## src/rtl/pmic_pkg.sv

```systemverilog
package pmic_pkg;
    localparam int DATA_W = 16;
    localparam int IDX_W  = 5;
    localparam int CH_W   = 4;
    localparam int RES_W  = 10;
    localparam int CH_LSB = RES_W;

    localparam logic [IDX_W-1:0] IDX_IDENT  = 5'h00;
    localparam logic [IDX_W-1:0] IDX_ISTAT  = 5'h01;
    localparam logic [IDX_W-1:0] IDX_IMASK  = 5'h02;
    localparam logic [IDX_W-1:0] IDX_CAL    = 5'h06;
    localparam logic [IDX_W-1:0] IDX_CONV   = 5'h08;
    localparam logic [IDX_W-1:0] IDX_SAMPLE = 5'h09;
    localparam logic [IDX_W-1:0] IDX_CTL_A  = 5'h0D;
    localparam logic [IDX_W-1:0] IDX_CTL_B  = 5'h0E;
    localparam logic [IDX_W-1:0] IDX_PSTAT  = 5'h16;
    localparam logic [IDX_W-1:0] IDX_WDOG   = 5'h17;

    localparam int SRC_KEY      = 0;
    localparam int SRC_CONV     = 8;
    localparam int VARIANT_BIT  = 7;
    localparam int KEY_UP_BIT   = 5;
    localparam int WDOG_EN_BIT  = 1;

    localparam logic [DATA_W-1:0] PSTAT_INIT = 16'h0020;
    localparam logic [DATA_W-1:0] MASK_INIT  = 16'hFFFF;

    function automatic logic [RES_W-1:0] preset_result(input logic [CH_W-1:0] ch);
        logic [RES_W-1:0] r;
        case (ch)
            4'd1:    r = 10'h3C2;
            4'd2:    r = 10'h0FC;
            4'd3:    r = 10'h165;
            4'd4:    r = 10'h07B;
            4'd5:    r = 10'h3FF;
            4'd6:    r = 10'h011;
            4'd7:    r = 10'h011;
            4'd8:    r = 10'h250;
            4'd10:   r = 10'h002;
            4'd11:   r = 10'h011;
            4'd12:   r = 10'h3D0;
            4'd13:   r = 10'h330;
            default: r = '0;
        endcase
        return r;
    endfunction
endpackage

```

## src/rtl/pmic_irq.sv

```systemverilog
module pmic_irq
    import pmic_pkg::*;
(
    input  logic              clk_i,
    input  logic              rst_ni,
    input  logic              wr_en_i,
    input  logic [IDX_W-1:0]  addr_i,
    input  logic [DATA_W-1:0] wdata_i,
    input  logic [DATA_W-1:0] set_i,
    output logic [DATA_W-1:0] stat_o,
    output logic [DATA_W-1:0] mask_o,
    output logic              irq_o
);
    typedef struct packed {
        logic [DATA_W-1:0] stat;
        logic [DATA_W-1:0] mask;
    } irq_state_t;

    irq_state_t st_d, st_q;

    always_comb begin
        st_d = st_q;
        if (wr_en_i && addr_i == IDX_ISTAT) begin
            st_d.stat = st_q.stat ^ wdata_i;
        end
        if (wr_en_i && addr_i == IDX_IMASK) begin
            st_d.mask = wdata_i;
        end
        st_d.stat = st_d.stat | set_i;
    end

    always_ff @(posedge clk_i) begin
        if (!rst_ni) begin
            st_q.stat <= '0;
            st_q.mask <= MASK_INIT;
        end else begin
            st_q <= st_d;
        end
    end

    assign stat_o = st_q.stat;
    assign mask_o = st_q.mask;
    assign irq_o  = |(st_q.stat & ~st_q.mask);
endmodule

```

## src/rtl/pmic_conv.sv

```systemverilog
module pmic_conv
    import pmic_pkg::*;
#(
    parameter logic [DATA_W-1:0] SAMPLE_INIT = 16'h00FF
) (
    input  logic              clk_i,
    input  logic              rst_ni,
    input  logic              wr_en_i,
    input  logic [IDX_W-1:0]  addr_i,
    input  logic [DATA_W-1:0] wdata_i,
    output logic [DATA_W-1:0] conv_rd_o,
    output logic [DATA_W-1:0] sample_o,
    output logic              done_o
);
    localparam int PAD_W = DATA_W - CH_W - RES_W;

    typedef struct packed {
        logic [CH_W-1:0]   ch;
        logic [DATA_W-1:0] sample;
    } conv_state_t;

    conv_state_t st_d, st_q;
    logic conv_wr, sample_wr;

    always_comb begin
        conv_wr   = wr_en_i && addr_i == IDX_CONV;
        sample_wr = wr_en_i && addr_i == IDX_SAMPLE;
        st_d = st_q;
        if (conv_wr) begin
            st_d.ch = wdata_i[CH_LSB +: CH_W];
        end
        if (sample_wr) begin
            st_d.sample = st_q.sample & ~wdata_i;
        end
    end

    always_ff @(posedge clk_i) begin
        if (!rst_ni) begin
            st_q.ch     <= '0;
            st_q.sample <= SAMPLE_INIT;
        end else begin
            st_q <= st_d;
        end
    end

    assign conv_rd_o = {{PAD_W{1'b0}}, st_q.ch, preset_result(st_q.ch)};
    assign sample_o  = st_q.sample;
    assign done_o    = conv_wr;
endmodule

```

## src/rtl/pmic_ctrl.sv

```systemverilog
module pmic_ctrl
    import pmic_pkg::*;
#(
    parameter logic [DATA_W-1:0] CAL_INIT = 16'h0001
) (
    input  logic              clk_i,
    input  logic              rst_ni,
    input  logic              wr_en_i,
    input  logic [IDX_W-1:0]  addr_i,
    input  logic [DATA_W-1:0] wdata_i,
    input  logic              key_evt_i,
    input  logic              key_pressed_i,
    output logic [DATA_W-1:0] ctl_a_o,
    output logic [DATA_W-1:0] ctl_b_o,
    output logic [DATA_W-1:0] cal_o,
    output logic [DATA_W-1:0] pstat_o,
    output logic              shutdown_o
);
    typedef struct packed {
        logic [DATA_W-1:0] ctl_a;
        logic [DATA_W-1:0] ctl_b;
        logic [DATA_W-1:0] cal;
        logic [DATA_W-1:0] pstat;
        logic              sd;
    } ctrl_state_t;

    ctrl_state_t st_d, st_q;

    always_comb begin
        st_d    = st_q;
        st_d.sd = 1'b0;
        if (wr_en_i) begin
            case (addr_i)
                IDX_CTL_A: st_d.ctl_a = wdata_i;
                IDX_CTL_B: st_d.ctl_b = wdata_i;
                IDX_CAL:   st_d.cal   = wdata_i;
                IDX_WDOG:  st_d.sd    = (wdata_i == '0) && st_q.ctl_a[WDOG_EN_BIT];
                default:   ;
            endcase
        end
        if (key_evt_i) begin
            st_d.pstat[KEY_UP_BIT] = ~key_pressed_i;
        end
    end

    always_ff @(posedge clk_i) begin
        if (!rst_ni) begin
            st_q.ctl_a <= '0;
            st_q.ctl_b <= '0;
            st_q.cal   <= CAL_INIT;
            st_q.pstat <= PSTAT_INIT;
            st_q.sd    <= 1'b0;
        end else begin
            st_q <= st_d;
        end
    end

    assign ctl_a_o    = st_q.ctl_a;
    assign ctl_b_o    = st_q.ctl_b;
    assign cal_o      = st_q.cal;
    assign pstat_o    = st_q.pstat;
    assign shutdown_o = st_q.sd;
endmodule

```

## src/rtl/pmic_regfile.sv

```systemverilog
module pmic_regfile
    import pmic_pkg::*;
#(
    parameter logic [DATA_W-1:0] ID_BASE     = 16'h0215,
    parameter logic [DATA_W-1:0] SAMPLE_INIT = 16'h00FF,
    parameter logic [DATA_W-1:0] CAL_INIT    = 16'h0001
) (
    input  logic              clk_i,
    input  logic              rst_ni,
    input  logic              variant_i,
    input  logic              wr_en_i,
    input  logic [IDX_W-1:0]  addr_i,
    input  logic [DATA_W-1:0] wdata_i,
    output logic [DATA_W-1:0] rdata_o,
    input  logic              key_evt_i,
    input  logic              key_pressed_i,
    output logic              irq_o,
    output logic              shutdown_o
);
    logic [DATA_W-1:0] irq_stat, irq_mask, irq_set;
    logic [DATA_W-1:0] conv_rd, sample_val;
    logic [DATA_W-1:0] ctl_a, ctl_b, cal_val, pstat_val;
    logic [DATA_W-1:0] ident;
    logic              conv_done;

    always_comb begin
        irq_set = '0;
        irq_set[SRC_KEY]  = key_evt_i;
        irq_set[SRC_CONV] = conv_done;
    end

    pmic_irq u_irq (
        .clk_i   (clk_i),
        .rst_ni  (rst_ni),
        .wr_en_i (wr_en_i),
        .addr_i  (addr_i),
        .wdata_i (wdata_i),
        .set_i   (irq_set),
        .stat_o  (irq_stat),
        .mask_o  (irq_mask),
        .irq_o   (irq_o)
    );

    pmic_conv #(.SAMPLE_INIT(SAMPLE_INIT)) u_conv (
        .clk_i     (clk_i),
        .rst_ni    (rst_ni),
        .wr_en_i   (wr_en_i),
        .addr_i    (addr_i),
        .wdata_i   (wdata_i),
        .conv_rd_o (conv_rd),
        .sample_o  (sample_val),
        .done_o    (conv_done)
    );

    pmic_ctrl #(.CAL_INIT(CAL_INIT)) u_ctrl (
        .clk_i         (clk_i),
        .rst_ni        (rst_ni),
        .wr_en_i       (wr_en_i),
        .addr_i        (addr_i),
        .wdata_i       (wdata_i),
        .key_evt_i     (key_evt_i),
        .key_pressed_i (key_pressed_i),
        .ctl_a_o       (ctl_a),
        .ctl_b_o       (ctl_b),
        .cal_o         (cal_val),
        .pstat_o       (pstat_val),
        .shutdown_o    (shutdown_o)
    );

    always_comb begin
        ident = ID_BASE;
        ident[VARIANT_BIT] = ident[VARIANT_BIT] | variant_i;
        case (addr_i)
            IDX_IDENT:  rdata_o = ident;
            IDX_ISTAT:  rdata_o = irq_stat;
            IDX_IMASK:  rdata_o = irq_mask;
            IDX_CAL:    rdata_o = cal_val;
            IDX_CONV:   rdata_o = conv_rd;
            IDX_SAMPLE: rdata_o = sample_val;
            IDX_CTL_A:  rdata_o = ctl_a;
            IDX_CTL_B:  rdata_o = ctl_b;
            IDX_PSTAT:  rdata_o = pstat_val;
            default:    rdata_o = '0;
        endcase
    end
endmodule

```

## config.mk

```make
export PLATFORM = sky130hd
export DESIGN_NAME = pmic_regfile
export DESIGN_NICKNAME = d
export VERILOG_FILES = /design/src/rtl/pmic_pkg.sv /design/src/rtl/pmic_irq.sv /design/src/rtl/pmic_conv.sv /design/src/rtl/pmic_ctrl.sv /design/src/rtl/pmic_regfile.sv
export SDC_FILE = /design/constraint.sdc
export NUM_CORES = 1
export LEC_CHECK = 0
export ABC_AREA = 1
export BUFFER_PORTS_ARGS = -buffer_cell sky130_fd_sc_hd__buf_2
export CAP_MARGIN = 10
export CORE_MARGIN = 5
export CORE_UTILIZATION = 60
export CTS_BUF_LIST = sky130_fd_sc_hd__clkbuf_4 sky130_fd_sc_hd__clkbuf_8
export DETAILED_ROUTE_END_ITERATION = 8
export PLACE_DENSITY = 0.78
export SKIP_LAST_GASP = 1
export SYNTH_ARGS = -nofsm -noshare
export SYNTH_HDL_FRONTEND = slang
export SYNTH_SLANG_ARGS = --single-unit
```

## constraint.sdc

```tcl
create_clock -name clk_i -period 2.4 [get_ports clk_i]
set_input_delay 0 -clock clk_i [delete_from_list [all_inputs] [get_ports clk_i]]
set_output_delay 0 -clock clk_i [all_outputs]
set_load 0.01 [all_outputs]
```

; Yosys cells after proc, flatten, opt, wreduce, memory -nomap -nowiden
; Memories as Yosys holds them, arrays and structs flattened. A register that Yosys moved wholly into a read port is not among the register bits.
; Cells that the tools add are included.
[word_totals]
register_bits = 102
romBits = 160
inputBits = 27
memories = 1
[memory_table]
columns = name, words, word_bits, read_ports, rd_clocked_by_memory_dff, wr, line
row1 = (no name shown), 16, 10, 1, 1, 0, pmic_pkg.sv:30  ; case (ch)
[op_classes]
eq_ne = 9
n_mux = 4
bitwise_logic = 7
n_reduce_logical = 12
[ops]
columns = cell, n
row1 = 16-bit one-hot mux with 9 select lines, 1
row2 = 16-bit AND, 2
row3 = 16-bit NOT, 2
row4 = 5-bit by 4-bit == test with 1-bit output (second input constant), 4
row5 = 16-bit logical NOT, 1
row6 = 16-bit two-way mux, 1
row7 = 16-bit by 9-bit OR with 16-bit output, 1
row8 = 16-bit OR reduction, 1
row9 = 16-bit bitwise XOR, 1
row10 = 5-bit == test (second input constant), 2
row11 = 4-bit two-way mux, 2
row12 = 2-bit AND reduction, 3
row13 = 5-bit by 1-bit == test with 1-bit output (second input constant), 1
row14 = 5-bit by 2-bit == test with 1-bit output (second input constant), 1
row15 = 5-bit by 3-bit == test with 1-bit output (second input constant), 1
row16 = 1-bit logical AND, 5
row17 = 5-bit logical NOT, 1
row18 = 3-bit AND reduction, 1
row19 = 1-bit NOT, 1

; Longest topological paths before layout
; Gate-level depths: netlist of the first run.
[logic_depth]
ltp_word = 4
ltp_mapped = 12
depth_no_buf = 12

; Cells and area by module
; From an unflattened synthesis of the first run, not the netlist that was laid out.
[unflattened]
hier_cells = 1129
hier_area_um2 = 6945.4
[modules_own_cells]
columns = module, n_inst, cells_per_inst, area_each_um2, seq_area_each_um2
row1 = pmic_ctrl, 1, 388, 2507.4, 1001.0
row2 = pmic_irq, 1, 280, 1839.3, 640.6
row3 = pmic_conv, 1, 174, 1366.3, 600.6
row4 = pmic_regfile, 1, 287, 1232.4, 0.0

; Worst setup path after synthesis of the first run
; Ideal clock, no wire load.
[synth_path]
path_type = input to register
from = in addr_i[0]
to = reg, netlist name u_conv.conv_rd_o[7]
setup_time_ps = 114
arrival_ps = 1244
required_ps = 2286
setup_slack_ps = 1042
path_stages = 8
n_path_buf = 0
cell_sequence = nor2_1 nand4_2 nand2_1 nand3_2 ha_1 nand3b_1 nand3_1 nand2_1
[synth_between]
elab_chain_len = 4
[synth_lines]
columns = item, line
row1 = from (decl), pmic_regfile.sv:12  ; input logic [IDX_W-1:0] addr_i,
row2 = 5-bit by 4-bit == test with 1-bit output, pmic_conv.sv:26  ; conv_wr = wr_en_i && addr_i == IDX_CONV;
row3 = 1-bit logical AND, pmic_conv.sv:26
row4 = 4-bit two-way mux (no line) (2 in series), --
; Every way passes these cells.
; A chain may end at the register's enable or synchronous reset.

==> impl_metrics.yaml, run 1 <==
timing:
  finalWorstSetupSlack_ns: 0.469
  tightestPinTransition_ns: 0.750
  rsz0062_at_grt: "false"
  relSlewSlack: 0.499
  finClkSkew_ns: 0.00871
  finalCriticalPeriod_ns: 1.93
  fin_crit_sh: 0.805
  setup_viol: 0
  max_freq_ghz: 0.518
  slew_violations: 0
  hold_viol: 0
  fin_tns_setup_ns: 0
critical_path:
  cp.arrival_ns: 2.20
  regToRegStartpoint: "u_conv.conv_rd_o[11]"
  crit_start: "rst_ni"
  required_ns: 2.67
  r2r-end: "u_conv.conv_rd_o[7]"
  cp_max_fo: 50
  cp-endpoint: "u_ctrl.pstat_o[5]"
  crit_path_start_kind: "input port"
  crit_type: "input port to flop"
  r2r_setup_slack_ns: 0.97
  reg2regPathDepth: 7
  end_kind: "flop"
cts:
  cts-root-buf: "clkbuf_8"
  cts_made_buffers: 9
  clk_path_buf_depth: 2
  htreeDepth: 3
  cts.clk_slew.worst_paths_ns: 0.10
  cts.sinks: 112
  clkLatencyLatePin_ns: 0.38
  cts_setup_buffers: 0
  cts_resized: 0
  tritoncts: "done"
drt:
  drc: 0
  wirelength_mm: 15.2
  viasPerCell: 5.94
  dr.pass1.iters: 5
  ant_nets: 0
  post_drt_wl_per_cell_um: 17.8
  drtIter0Drc: 386
  num_vias: 5060
finish:
  drive_gt1_frac: 0.141
  diodes: 0
  multi_input_area_um2: 2450
  fillers: 715
  syn_to_final_growth_pct: 12.3
  regArea_um2: 2240
  fin_nets: 776
  utilization: 0.696
die:
  row_count: 33
  io_pins: 45
  die_w_um: 103
  core_area_um2: 8300
  fp.dieArea_um2: 10500
  chipHeight_um: 103
  start_util: 0.620
synthesis:
  synthDistinctLibCells: 34
  avgSynthCellArea_um2: 7.41
  ys_seq_elements: 112
  ys_seq_area_frac: 0.436
  yosys_warnings: 0
  postSynthCellCount: 694
  synth_edf_count: 0
  postSynthNetCount: 727
  ys.flop_type: "dfxtp_1"
  synthArstFlopShare: 0
  syn_area_um2: 5140
place:
  place.gp.congestion: 0.973
  dpl.hpwl_mm: 10.5
  dpl_worst_slack_ns: 0.481
  portBuffers: 44
power:
  powerDensity_nw_per_um2: 554
  ir_worst_vdd_v: 0.000423
  leakage_uw: 0.00242
global_route:
  overflow: 0
  grt_max_degree: 51
  gr-usage-all-layers: 0.299
  antenna_found_initial: 0
  grt_pass1_wl_mm: 24.5
  first_global_vias: 4952
job:
  maxCapViolCount: 0
min_path:
  hold_path_class: "input port to flop"
run_status:
  run_status: "finished clean"
==> metrics by stage <==
step	hold WS (ns)	instances	power, uW	cell area, um^2
after floorplan	0.0978	694	2070	5140
after global placement	0.181	817	2170	5410
after detailed placement	0.195	817	2180	5410
after CTS	0.00749	852	3190	5770
after global routing	0.00737	852	3320	5770
final	0.0191	852	3200	5770
==> area by class of cell <==
type / instances / share of cell area
clock buffer: 9 / 0.0215
clock inverter: 6 / 0.00780
inverter: 76 / 0.0494
multi-input combinational: 470 / 0.424
sequential: 112 / 0.388
tap: 105 / 0.0228
timing repair buffer: 74 / 0.0858
==> flip-flops by register name (all words and copies together), names as in the netlist <==
| name | cells |
|---|---|
| u_conv.conv_rd_o | 14 |
| u_conv.sample_o | 16 |
| u_ctrl.cal_o | 16 |
| u_ctrl.ctl_a_o | 16 |
| u_ctrl.ctl_b_o | 16 |
| u_ctrl.pstat_o | 1 |
| u_ctrl.shutdown_o | 1 |
| u_irq.mask_o | 16 |
| u_irq.stat_o | 16 |
==> cells in the final DEF, fill, tap and decap left out, drive strengths merged, types with 16 or more instances in the layout <==
| cell type | count |
|---|---|
| nand2 | 158 |
| dfxtp | 112 |
| inv | 77 |
| o21ai | 56 |
| buf | 54 |
| a21oi | 48 |
| nor2 | 43 |
| nand3 | 29 |
| nor3 | 26 |
| a211oi | 22 |
| dlygate4sd3 | 20 |
| nand4 | 17 |
| o211ai | 16 |
==> power by group <==
group / leakage, uW / switching, uW / internal [uW]
clock: 0.0000898 / 655 / 381
sequential: 0.000905 / 14.0 / 1880
combinational: 0.00143 / 186 / 84.4
==> metal layers <==
layer / global-route usage / vias up / wire, um
li1: - / 2453 / -
met1: 0.375 / 2353 / 6260
met2: 0.514 / 218 / 7460
met3: 0.0386 / 36 / 1010
met4: 0.131 / 0 / 469
met5: 0 / - / 0
==> worst min-delay path by stage <==
| stage | slack [ns] | endpoint | start | cells after the start |
|---|---|---|---|---|
| global route | 0.007 | u_ctrl.shutdown_o | addr_i[2] | 3 |
| CTS | 0.007 | u_ctrl.shutdown_o | addr_i[2] | 3 |
| finish | 0.02 | u_ctrl.shutdown_o | addr_i[2] | 3 |
| detailed placement | 0.20 | u_ctrl.pstat_o[5] | key_pressed_i | 2 |
| floorplan | 0.1 | u_conv.sample_o[10] | wdata_i[10] | 1 |
| global placement | 0.18 | u_ctrl.pstat_o[5] | key_pressed_i | 2 |
==> what timing repair did <==
action / in CTS / in global routing
hold endpoints to repair: 44 / 0
hold buffers: 20 / 0
endpoints found under the setup margin: 0 / 0
==> cell families (layout without fill, tap and decap cells) <==
kind of cell	Yosys count	after routing	share of synthesized area
buffers and inverters	112	165	0.0883
DFF	112	112	0.436
and+or+nand+nor	290	290	0.257
adders and majority gates	6	6	0.0146
AOI/OAI and AO/OA	174	174	0.204
==> cells in the mapped netlist (7+ instances only) <==
master | instances | area, um^2
nor2_1 | 36 | 135
a211oi_1 | 16 | 120
clkbuf_1 | 14 | 52.6
inv_1 | 64 | 240
o21ai_1 | 7 | 35.0
buf_2 | 18 | 90.1
o21ai_0 | 49 | 245
nand4_1 | 16 | 100
a21oi_1 | 48 | 240
nand3_1 | 25 | 125
inv_2 | 11 | 41.3
nor4_1 | 14 | 87.6
nor3_1 | 24 | 120
nand2_1 | 155 | 582
a31oi_1 | 14 | 87.6
dfxtp_1 | 112 | 2240
a22oi_1 | 7 | 52.6
o211ai_1 | 16 | 120
o22ai_1 | 8 | 50.1
==> critical path, stage by stage <==
cell and delay (ns):
dlygate4sd3_1 0.54, buf_2 0.29, clkinv_1 0.14, buf_4 0.32
a21oi_1 0.18, o21ai_0 0.11, dlygate4sd3_1 0.58
(Power assumes the default switching activity.)
==> run 2: changes to the inputs <==
==> constraint.sdc (replaced) <==
create_clock -name clk_i -period 1.8 [get_ports clk_i]
set_input_delay 0 -clock clk_i [delete_from_list [all_inputs] [get_ports clk_i]]
set_output_delay 0 -clock clk_i [all_outputs]
set_load 0.01 [all_outputs]
==> impl_metrics.yaml, run 2 (same netlist as run 1, synthesis figures left out) <==
min_path:
  hold_path_class: "input port to flop"
  holdPathStages: 3
  hp-start: "wdata_i[6]"
  holdPathEnd: "u_irq.stat_o[6]"
critical_path:
  max_stage_delay_ns: 0.60
  crit_type: "input port to flop"
  regToRegStartpoint: "u_conv.conv_rd_o[10]"
  cp_max_fo: 5
  cpMaxStageDelayCell: "nor4_1"
  reg2regPathDepth: 9
  crit_path_start_kind: "input port"
  r2r-end: "u_conv.conv_rd_o[8]"
  critPathTopFamily: "simple AND/OR/NAND/NOR gates"
  cp.arrival_ns: 1.99
  cp_cell_sequence: "dlygate4sd3_1 -> buf_2 -> clkinv_1 -> nor4_1 -> nand4_1 -> nor3_1"
  path_buf_inv: 3
  end_kind: "flop"
  r2r_setup_slack_ns: 0.36
  required_ns: 2.07
drt:
  viasPerCell: 5.98
  drtIter0Drc: 479
  dr.pass1.iters: 5
  ant_nets: 0
  post_drt_wl_per_cell_um: 18.1
  drc: 0
  num_vias: 5116
  wirelength_mm: 15.5
finish:
  utilization: 0.708
  final_cells: 855
  diodes: 0
  final_cell_mix: "nand2_1, dfxtp_1, inv_1"
  fin_nets: 778
  syn_to_final_growth_pct: 14.2
  drive_gt1_frac: 0.145
  mostFrequentLayoutCell: "nand2_1"
die:
  die_w_um: 103
  start_util: 0.620
  io_pins: 45
  fp.dieArea_um2: 10500
  core_area_um2: 8300
  row_count: 33
  chipHeight_um: 103
power:
  leakage_uw: 0.00246
  powerDensity_nw_per_um2: 779
  ir_worst_vdd_v: 0.000479
global_route:
  antenna_found_initial: 0
  gr-usage-all-layers: 0.306
  overflow: 0
  grt_max_degree: 55
  first_global_vias: 4981
  grt_pass1_wl_mm: 25.1
timing:
  tightestPinTransition_ns: 0.685
  setup_viol: 0
  fin_crit_sh: 0.956
  rsz0062_at_grt: "false"
  max_freq_ghz: 0.581
  slew_violations: 0
  finalCriticalPeriod_ns: 1.72
  relSlewSlack: 0.543
  finalWorstSetupSlack_ns: 0.0796
  hold_viol: 0
  finClkSkew_ns: 0.00177
  fin_tns_setup_ns: 0
place:
  dpl_worst_slack_ns: 0.0942
  place_inst: 820
  dpl.hpwl_mm: 10.7
  portBuffers: 44
  place.gp.congestion: 0.927
run_status:
  run_status: "finished clean"
cts:
  tritoncts: "done"
  cts.sinks: 112
  clk_path_buf_depth: 2
  cts-root-buf: "clkbuf_8"
  htreeDepth: 3
  cts.clk_slew.worst_paths_ns: 0.10
  cts_setup_buffers: 0
  clkLatencyLatePin_ns: 0.36
  cts_made_buffers: 9
job:
  maxCapViolCount: 0
-- run 2: changes by cell type in the layout (fill, tap and decap cells not counted) --
cell / previous run / this run
clkinv_2: 2 / 0
buf_12: 0 / 2
dlygate4sd3_1: 20 / 19
buf_4: 10 / 11
clkinv_4: 2 / 0
clkinvlp_4: 0 / 3
clkbuf_8: 9 / 10
bufinv_16: 0 / 2
inv_6: 2 / 1
-- run 2: how the worst max path moves through the flow --
stage               from                   to  depth (start not counted)
2_1_floorplan  addr_i[0]  u_conv.conv_rd_o[7]                          8
3_3_place_gp   addr_i[0]  u_conv.conv_rd_o[8]                         13
3_5_place_dp   addr_i[0]  u_conv.conv_rd_o[8]                         13
4_1_cts           rst_ni    u_ctrl.pstat_o[5]                          7
5_1_grt           rst_ni    u_ctrl.pstat_o[5]                          7
6_report          rst_ni    u_ctrl.shutdown_o                          6
-- run 2: area by class of cell --
type	instances	area [um^2]
clock inverters	6	91.3
fillers	672	2430
inverters	76	285
multi-input cells	470	2450
repair buffers	76	533
clock buffers	10	138
flip-flops and latches	112	2240
well taps	105	131
-- run 2: through the flow --
step	instance area, um^2	total power [uW]	hold slack, ns
2_1_floorplan	5140	2760	0.0978
3_3_place_gp	5440	2900	0.184
3_5_place_dp	5440	2900	0.191
4_1_cts	5860	4580	0.0000527
5_1_grt	5870	4730	0.0203
6_report	5870	4570	0.0124
-- run 2: timing repair --
action / CTS / global route
endpoints found under the hold margin: 44 / 0
endpoints found under the setup margin: 0 / 1
resized for setup: 0 / 4
hold buffers: 19 / 0
-- run 2: per-layer routing --
| metal | vias up | GRT usage | part of all wire |
|---|---|---|---|
| li1 | 2461 | - | - |
| met1 | 2364 | 0.395 | 0.40 |
| met2 | 250 | 0.508 | 0.48 |
| met3 | 41 | 0.0433 | 0.082 |
| met4 | 0 | 0.141 | 0.035 |
| met5 | - | 0 | 0 |
-- run 2: report_power, final --
| part | switching, uW | internal (uW) | total (uW) | leakage (uW) |
|---|---|---|---|---|
| Sequential | 18.7 | 2510 | 2530 | 0.000905 |
| Clock | 853 | 827 | 1680 | 0.000105 |
| Combinational | 250 | 116 | 366 | 0.00145 |
-- run 2: tightest hold or removal path: cells and delay by family --
kind            cells  cell delay (ns)
compound gates      1             0.16
buf+inv             1             0.12
simple gates        1             0.06
